## config.mk

```make
export PLATFORM = sky130hd
export DESIGN_NAME = serial_offset_loader
export DESIGN_NICKNAME = d
export VERILOG_FILES = /design/src/rtl/serial_offset_pkg.sv /design/src/rtl/sol_mode_latch.sv /design/src/rtl/sol_chain_counter.sv /design/src/rtl/sol_offset_reg.sv /design/src/rtl/serial_offset_loader.sv
export SDC_FILE = /design/constraint.sdc
export NUM_CORES = 1
export LEC_CHECK = 0
export ABC_AREA = 0
export ABC_CLOCK_PERIOD_IN_PS = 1700
export CELL_PAD_IN_SITES_DETAIL_PLACEMENT = 1
export CELL_PAD_IN_SITES_GLOBAL_PLACEMENT = 2
export CORE_MARGIN = 4
export CORE_UTILIZATION = 34
export DETAILED_ROUTE_END_ITERATION = 12
export DONT_BUFFER_PORTS = 1
export PLACE_DENSITY_LB_ADDON = 0.1
export SYNTH_ARGS = -nofsm -noshare
export SYNTH_HDL_FRONTEND = slang
export SYNTH_SLANG_ARGS = --single-unit
```

## constraint.sdc

```tcl
create_clock -name ser_clk -period 1.7 [get_ports ser_clk]
set_input_delay 0.085 -clock ser_clk [delete_from_list [all_inputs] [get_ports ser_clk]]
set_output_delay 0.085 -clock ser_clk [all_outputs]
set_load 0.02 [all_outputs]
```

## src/rtl/serial_offset_pkg.sv

```systemverilog
// Shared types for the serial offset loader.
// Assumes: nothing; pure type definitions.
package serial_offset_pkg;
    // Which offset register the current chain position falls in.
    typedef enum logic {
        TGT_LO = 1'b0,
        TGT_HI = 1'b1
    } chain_tgt_e;
endpackage

```

## src/rtl/sol_mode_latch.sv

```systemverilog
// Captures the reset-time FIFO mode (from the shared serial pin) and the
// loading method. Both are held while reset is inactive.
// Assumes: reset is synchronous, active low, and lasts at least one edge.
module sol_mode_latch (
    input  logic clk,
    input  logic rst_n,
    input  logic pin_mode,
    input  logic pin_method,
    output logic fall_thru_q,
    output logic serial_ok_q
);
    // Latch mode and method only while master reset is held.
    always_ff @(posedge clk) begin
        if (!rst_n) begin
            fall_thru_q <= pin_mode;
            serial_ok_q <= pin_method;
        end
    end


    property mode_hold_p;
        @(posedge clk) disable iff (!rst_n)
        1'b1 |=> ($stable(fall_thru_q) && $stable(serial_ok_q));
    endproperty
    mode_hold_chk: assert property (mode_hold_p);
endmodule

```

## src/rtl/sol_chain_counter.sv

```systemverilog
// Tracks the position within the concatenated offset chain and decodes it
// into a target register and a bit index. Wraps after 2*OFS_W positions.
// Assumes: OFS_W >= 2.
module sol_chain_counter
    import serial_offset_pkg::*;
#(
    parameter int OFS_W = 10
) (
    input  logic                     clk,
    input  logic                     rst_n,
    input  logic                     step,
    output chain_tgt_e               tgt,
    output logic [$clog2(OFS_W)-1:0] bit_idx
);
    localparam int CHAIN_LEN = 2 * OFS_W;
    localparam int CW        = $clog2(CHAIN_LEN);
    localparam int IW        = $clog2(OFS_W);
    localparam logic [CW-1:0] LAST_POS = CW'(CHAIN_LEN - 1);
    localparam logic [CW-1:0] SPLIT    = CW'(OFS_W);

    logic [CW-1:0] pos_q;

    // Advance the chain position on every accepted bit, wrapping at the end.
    always_ff @(posedge clk) begin
        if (!rst_n) begin
            pos_q <= '0;
        end else if (step) begin
            pos_q <= (pos_q == LAST_POS) ? '0 : pos_q + 1'b1;
        end
    end

    // Split the position into register select and bit index.
    always_comb begin
        if (pos_q >= SPLIT) begin
            tgt     = TGT_HI;
            bit_idx = IW'(pos_q - SPLIT);
        end else begin
            tgt     = TGT_LO;
            bit_idx = IW'(pos_q);
        end
    end


    property wrap_p;
        @(posedge clk) disable iff (!rst_n)
        (step && pos_q == LAST_POS) |=> (pos_q == '0);
    endproperty
    wrap_chk: assert property (wrap_p);


    property idle_hold_p;
        @(posedge clk) disable iff (!rst_n)
        !step |=> $stable(pos_q);
    endproperty
    idle_hold_chk: assert property (idle_hold_p);


    property pos_range_p;
        @(posedge clk) disable iff (!rst_n)
        1'b1 |-> (pos_q <= LAST_POS);
    endproperty
    pos_range_chk: assert property (pos_range_p);
endmodule

```

## src/rtl/sol_offset_reg.sv

```systemverilog
// One offset register. A single addressed bit is overwritten per accepted
// serial bit; reset loads the parameter default.
// Assumes: bit_idx < OFS_W whenever wr_en is high.
module sol_offset_reg #(
    parameter int OFS_W   = 10,
    parameter int DEFAULT = 127
) (
    input  logic                     clk,
    input  logic                     rst_n,
    input  logic                     wr_en,
    input  logic [$clog2(OFS_W)-1:0] bit_idx,
    input  logic                     din,
    output logic [OFS_W-1:0]         q
);
    localparam logic [OFS_W-1:0] RST_VAL = OFS_W'(DEFAULT);

    // Reset to default, otherwise write the addressed bit when enabled.
    always_ff @(posedge clk) begin
        if (!rst_n) begin
            q <= RST_VAL;
        end else if (wr_en) begin
            q[bit_idx] <= din;
        end
    end


    property rst_val_p;
        @(posedge clk) !rst_n |=> (q == RST_VAL);
    endproperty
    rst_val_chk: assert property (rst_val_p);


    property one_bit_p;
        @(posedge clk) disable iff (!rst_n)
        1'b1 |=> ($countones(q ^ $past(q)) <= 1);
    endproperty
    one_bit_chk: assert property (one_bit_p);


    property hold_p;
        @(posedge clk) disable iff (!rst_n)
        !wr_en |=> $stable(q);
    endproperty
    hold_chk: assert property (hold_p);
endmodule

```

## src/rtl/serial_offset_loader.sv

```systemverilog
// Top of the serial offset loader: latches the reset-time mode and method,
// gates the serial enables, steps the chain counter and routes each bit to
// the nearly-empty or nearly-full offset register.
// Assumes: all inputs are synchronous to ser_clk.
module serial_offset_loader
    import serial_offset_pkg::*;
#(
    parameter int OFS_W      = 10,
    parameter int LO_DEFAULT = 127,
    parameter int HI_DEFAULT = 127
) (
    input  logic             ser_clk,
    input  logic             mst_rst_n,
    input  logic             ser_din,
    input  logic             method_serial,
    input  logic             ser_en_n,
    input  logic             load_sel_n,
    output logic [OFS_W-1:0] lo_offset,
    output logic [OFS_W-1:0] hi_offset,
    output logic             fall_thru,
    output logic             serial_ok
);
    localparam int IW = $clog2(OFS_W);

    logic          take_bit;
    chain_tgt_e    tgt;
    logic [IW-1:0] bit_idx;
    logic [1:0]    wr_vec;

    sol_mode_latch u_mode (
        .clk         (ser_clk),
        .rst_n       (mst_rst_n),
        .pin_mode    (ser_din),
        .pin_method  (method_serial),
        .fall_thru_q (fall_thru),
        .serial_ok_q (serial_ok)
    );

    // Accept a bit only in serial method with both active-low enables asserted.
    always_comb take_bit = serial_ok && !ser_en_n && !load_sel_n;

    sol_chain_counter #(.OFS_W(OFS_W)) u_cnt (
        .clk     (ser_clk),
        .rst_n   (mst_rst_n),
        .step    (take_bit),
        .tgt     (tgt),
        .bit_idx (bit_idx)
    );

    // Route the accepted bit to the register the chain position points at.
    always_comb begin
        wr_vec         = '0;
        wr_vec[TGT_LO] = take_bit && (tgt == TGT_LO);
        wr_vec[TGT_HI] = take_bit && (tgt == TGT_HI);
    end

    logic [OFS_W-1:0] reg_q [2];

    for (genvar g = 0; g < 2; g++) begin : g_ofs
        localparam int DEF = (g == 0) ? LO_DEFAULT : HI_DEFAULT;
        sol_offset_reg #(.OFS_W(OFS_W), .DEFAULT(DEF)) u_reg (
            .clk     (ser_clk),
            .rst_n   (mst_rst_n),
            .wr_en   (wr_vec[g]),
            .bit_idx (bit_idx),
            .din     (ser_din),
            .q       (reg_q[g])
        );
    end

    assign lo_offset = reg_q[0];
    assign hi_offset = reg_q[1];


    property gated_hold_p;
        @(posedge ser_clk) disable iff (!mst_rst_n)
        (ser_en_n || load_sel_n || !serial_ok) |=>
            ($stable(lo_offset) && $stable(hi_offset));
    endproperty
    gated_hold_chk: assert property (gated_hold_p);


    property one_target_p;
        @(posedge ser_clk) disable iff (!mst_rst_n)
        1'b1 |-> $onehot0(wr_vec);
    endproperty
    one_target_chk: assert property (one_target_p);
endmodule

```

==> results.yml, run 1 <==
detailed_routing:
  routedWlPerCell_um: 16.28
  route.detailed.drc: 0
  viasPerCell: 5.227
  drtAntennaViolNets: 0
  dr.pass1.iters: 3
  dr.first_iter.drc_count: 85
  vias: 1150
  routed_wl_mm: 3.581
yosys:
  synth_commonest_cells: "25 x dfxtp_1, 20 x nor2_1, 19 x mux2i_1"
  synthCells: 153
  synth_most_common_cell: "dfxtp_1"
  yosysWarnings: 0
  ys_types: 40
  avgSynthCellArea_um2: 9.364
  syn_nets: 163
  async_flop_share: 0
  ys_seq_area_frac: 0.3913
  synth_area_leaders: "dfxtp_1 35%, mux2i_1 13%, nor2_1 5.2%, nand3_1 4.5%, edfxtp_1 4.2%"
  synth_flop_cell: "dfxtp_1"
  synth_area_leader_cell: "dfxtp_1"
  synth_edf_count: 2
  synth-seq-cells: 27
  syn-cell-area_um2: 1433
  yosys.area.top_type_share: 0.3493
global_routing:
  grtUsageTotal: 0.1469
  grt_overflow: 0
  grt_max_degree: 16
  grt_pass1_vias: 1231
  antenna_found_initial: 0
  grt_pass1_wl_mm: 6.037
timing:
  whs_ps: 78.54
  period_minus_slack_ps: 1674
  slew_violations: 0
  fin_ws_ps: 26.13
  tns_ps: 0
  worst_pin_slew_ps: 451.1
  rsz0062_at_grt: "yes"
  slew_headroom: 0.6989
  period_share: 0.9846
  clock_skew_ps: 3.817
  setup_viol: 0
  fmax_ghz: 0.5974
  hold_viol: 0
power:
  peakVddDrop_mv: 0.2798
  power_density_nw_per_um2: 650.9
  total_power_mw: 1.137
  leakage_nw: 0.7475
flow_run:
  drv_cap: 0
critical_path:
  cp.required_ps: 1910
  critPathMaxFanout: 5
  end_kind: "flop"
  worstSetupPathType: "reg -> reg"
  critPathLaunchType: "flop"
  arrival_ps: 1890
placement:
  post-place-ws_ps: -47.51
  place_hpwl_mm: 2.683
  placed_area_um2: 1597
  portBuffers: 0
  place_congestion: 0.7748
die:
  die_w_um: 72.91
  die_h_um: 72.91
  core_um2: 4029
  dieArea_um2: 5316
  std_cell_rows: 23
  io_pins: 28
  start_util: 0.3556
clock_network:
  clk_latency_ps: 280
  clk_transition_reported_paths_ps: 100
  tritoncts: "yes"
  cts_inserted_buffers: 3
  clockRootBuffer: "clkbuf_8"
  clock_sinks: 27
  cts_buffer_depth: 2
  htreeDepth: 1
outcome:
  outcome: "complete, no violations"
cells_and_area:
  n_antenna_cell: 0
  syn2layout_area_growth_pct: 21.92
  drive_gt1_frac: 0.2824
  final_area_um2: 1747
  nets: 181
min_path:
  hp-class: "in -> reg"
## worst max-delay path: stages, from the launching register on
cell     delay (ps)
dfxtp_4         390
inv_4            40
ha_4            280
and3b_1         170
o31a_1          280
buf_4           160
nand4_1         100
mux2i_1         190
## logic make-up after synthesis
kind of cell	after synthesis	synth area share
compound gates	23	0.1432
fa+ha+maj	4	0.03494
mux	19	0.1327
flops	27	0.3913
buf+inv	15	0.05939
simple gates	65	0.2384
## report_power, final
part	switching, mW	leakage, nW	internal [mW]
logic	0.0562	0.499	0.0432
registers	0.0116	0.223	0.648
clock network	0.213	0.0255	0.165
## flip-flops by register name, indices dropped and copies added (netlist names)
name / cells
u_mode.serial_ok_q: 1
u_mode.fall_thru_q: 1
u_cnt.pos_q: 5
g_ofs.u_reg.q: 20
## layer usage
metal / track usage / part of all wire
met1: 0.1780 / 0.45
met2: 0.2495 / 0.48
met3: 0.03994 / 0.049
met4: 0.05123 / 0.019
met5: 0 / 0
## worst paths after layout
path / start / slack, ps / to / cells past startpoint
max: u_cnt.pos_q[1] / 30 / g_ofs[0].u_reg.q[7] / 7
min: ser_din / 80 / g_ofs[1].u_reg.q[7] / 2
min reg2reg: g_ofs[1].u_reg.q[8] / 580 / g_ofs[1].u_reg.q[8] / 2
max reg2reg: u_cnt.pos_q[1] / 30 / g_ofs[0].u_reg.q[7] / 7
## stage by stage
stage,cells,utilization
floorplan,153,-
global placement,213,0.3963
detailed placement,213,0.3963
CTS,220,0.4208
global route,220,0.4335
finish,220,0.4335
## repair_timing
action | 4_1_cts | 5_1_grt
hold buffers | 3 | 0
setup buffers | 0 | 0
pin swaps | 1 | 1
setup endpoints to repair | 7 | 18
resized for setup | 4 | 11
hold endpoints to repair | 9 | 0
## cell usage in the layout (no fill, tap or decap), types with 4 or more instances in the layout
cell type / synthesis / layout
buf_4: 3 / 19
nand3_1: 13 / 7
inv_1: 5 / 4
nand3_2: 1 / 7
dfxtp_1: 25 / 22
nand2_1: 13 / 13
a21oi_1: 4 / 4
nor2_1: 20 / 20
nor2b_1: 4 / 4
mux2i_1: 19 / 19
## cell type report
cell class                      instances  area, um^2
Fill cell                             476        2282
Multi-Input combinational cell        111       865.8
Sequential cell                        27       566.8
Timing Repair Buffer                   23       183.9
Tap cell                               50       62.56
Clock buffer                            3       41.29
Inverter                                5       21.27
Clock inverter                          1       5.005
Power figures use the tool's default switching activity.
==> inputs of run 2 (changes only) <==
--- a/config.mk
+++ b/config.mk
@@ -9,6 +9,7 @@
 export ABC_CLOCK_PERIOD_IN_PS = 1700
 export CELL_PAD_IN_SITES_DETAIL_PLACEMENT = 1
 export CELL_PAD_IN_SITES_GLOBAL_PLACEMENT = 2
+export CORE_ASPECT_RATIO = 1.75
 export CORE_MARGIN = 4
 export CORE_UTILIZATION = 34
 export DETAILED_ROUTE_END_ITERATION = 12
==> run 2 against run 1 <==
  * The flow now finishes with violations (setup timing)
  * Highest routed layer unchanged
  * Clock-buffer cell count rose by 1
  * Sequential share of layout area fell by 1.6 points
  * Via count rose by 3.9%
  * Die area rose by 0.78%
  * Combinational power rose by 8%
  * Maximum frequency fell by 4.4%
  * First-iteration DRC count fell by 81%
  * Cell count rose by 1.8%
  * Largest power group unchanged
  * Wire length rose by 9.3%
  * Clock power fell by 2%
==> results.yml, run 2 (synthesized netlist as in run 1, its figures left out) <==
cells_and_area:
  final_core_util: 0.4495
  final_common_cell: "buf_4"
  drive_gt1_frac: 0.3371
  largest_reg_flops: 20
  final_cell_mix: "23 x buf_4, 22 x dfxtp_1, 19 x nor2_1, 19 x mux2i_1, 13 x nand2_1"
  instances_no_fill: 224
  final_area_um2: 1848
  nets: 186
  syn2layout_area_growth_pct: 29.00
  filler_cell_count: 495
  reg_top3: "g_ofs.u_reg.q: 20 flops, u_cnt.pos_q: 5 flops"
  n_antenna_cell: 0
  top_register: "g_ofs.u_reg.q"
detailed_routing:
  vias: 1195
  routed_wl_mm: 3.915
  drtAntennaViolNets: 0
  route.detailed.drc: 0
  routedWlPerCell_um: 17.48
  dr.first_iter.drc_count: 16
  dr.pass1.iters: 4
  viasPerCell: 5.335
power:
  power_density_nw_per_um2: 614.9
  peakVddDrop_mv: 0.5005
  leakage_nw: 0.7837
timing:
  rsz0062_at_grt: "yes"
  slew_headroom: 0.7030
  fin_ws_ps: -50.30
  worst_pin_slew_ps: 443.9
  fmax_ghz: 0.5713
  period_share: 1.030
  hold_viol: 0
  clock_skew_ps: 4.571
  whs_ps: 74.72
  period_minus_slack_ps: 1750
  setup_viol: 6
  slew_violations: 0
global_routing:
  grt_overflow: 0
  globalRouteMet2Util: 0.2863
  grtUsageTotal: 0.1505
  antenna_found_initial: 0
  grt_max_degree: 15
  grt_use_met3: 0.02476
  grt_busiest_layer: "met2"
  grt_pass1_wl_mm: 6.313
  grt_pass1_vias: 1304
  met1_usage: 0.1579
min_path:
  hold_depth: 2
  holdCritStartpoint: "ser_din"
  hp-class: "in -> reg"
die:
  start_util: 0.3484
  io_pins: 28
  std_cell_rows: 31
  core_um2: 4111
  die_h_um: 93.87
  die_w_um: 57.07
  dieArea_um2: 5357
critical_path:
  reg2reg_depth: 6
  arrival_ps: 1890
  end_kind: "flop"
  startpoint: "u_cnt.pos_q[1]"
  cp.required_ps: 1840
  crit_chain: "inv_4 > ha_4 > and3b_1 > o31a_1 > a311oi_2 > a41oi_1"
  critPathMaxFanout: 5
  r2r-start: "u_cnt.pos_q[1]"
  cpPeakStageDelay_ps: 380
  critPathLaunchType: "flop"
  worstSetupPathType: "reg -> reg"
  slowest_stage: "dfxtp_4"
placement:
  place_congestion: 0.8630
  dp.cells: 210
  placed_area_um2: 1593
  place_hpwl_mm: 2.980
  portBuffers: 0
clock_network:
  cts_buffer_depth: 2
  clk_latency_ps: 270
  clock_sinks: 27
  clockRootBuffer: "clkbuf_8"
  cts_inserted_buffers: 3
  clk_transition_reported_paths_ps: 90
  tritoncts: "yes"
  htreeDepth: 1
outcome:
  violations: "setup timing"
  outcome: "complete, but fails checks"
flow_run:
  drv_cap: 0
==> run 2: cell count changes in the layout (fill, tap and decap cells not counted), moves of 2 or more <==
| cell | previous run | this run |
|---|---|---|
| buf_4 | 19 | 23 |
| nand3_1 | 7 | 4 |
| buf_12 | 0 | 2 |
| nand3_2 | 7 | 9 |
==> run 2: timing repair <==
action | 4_1_cts | 5_1_grt
gates resized for setup | 11 | 12
setup buffers | 3 | 4
setup endpoints to repair | 13 | 21
hold endpoints to repair | 9 | 0
pin swaps | 1 | 5
hold buffers | 3 | 0
==> run 2: worst paths after layout <==
| check | end | slack [ps] |
|---|---|---|
| worst min-delay path | g_ofs[0].u_reg.q[7] | 70 |
| worst max-delay path | g_ofs[1].u_reg.q[4] | -50 |
| worst max register to register | g_ofs[1].u_reg.q[4] | -50 |
| worst min register to register | g_ofs[1].u_reg.q[9] | 570 |
==> run 2: through the flow <==
stage	power (mW)	TNS [ps]	setup slack [ps]
floorplan	0.7383	-42.75	-42.75
global placement	0.7630	0	2.495
detailed placement	0.7663	-277.1	-139.3
CTS	1.156	-141.9	-54.83
global route	1.182	-1171	-142.9
finish	1.136	-157.6	-50.30
==> run 2: final cells by class <==
type	instances	area, um^2	share of cell area
clock buffer	4	45.04	0.02437
inverter	5	21.27	0.01151
timing repair buffer	28	242.7	0.1313
tap	49	61.31	0.03318
multi-input combinational	111	908.4	0.4915
sequential	27	569.3	0.3081
==> run 2: layer usage <==
layer | share of wire | up-vias | wire [um]
met5 | 0 | - | 0
met4 | 0.015 | 0 | 57
met3 | 0.030 | 5 | 118
met2 | 0.58 | 16 | 2266
met1 | 0.38 | 589 | 1472
li1 | - | 585 | -
==> run 2: where the power goes <==
group	leakage [nW]	switching, mW	internal, mW
sequential	0.224	0.0117	0.647
combinational	0.537	0.0602	0.0464
clock	0.0228	0.203	0.168
==> run 2: worst max-delay path, delay by kind of cell, from the launching register on <==
family | cells | cell delay, ps
AOI/OAI and AO/OA | 3 | 740
and+or+nand+nor | 1 | 180
adders and majority gates | 1 | 270
DFF | 1 | 380
buffers and inverters | 1 | 40
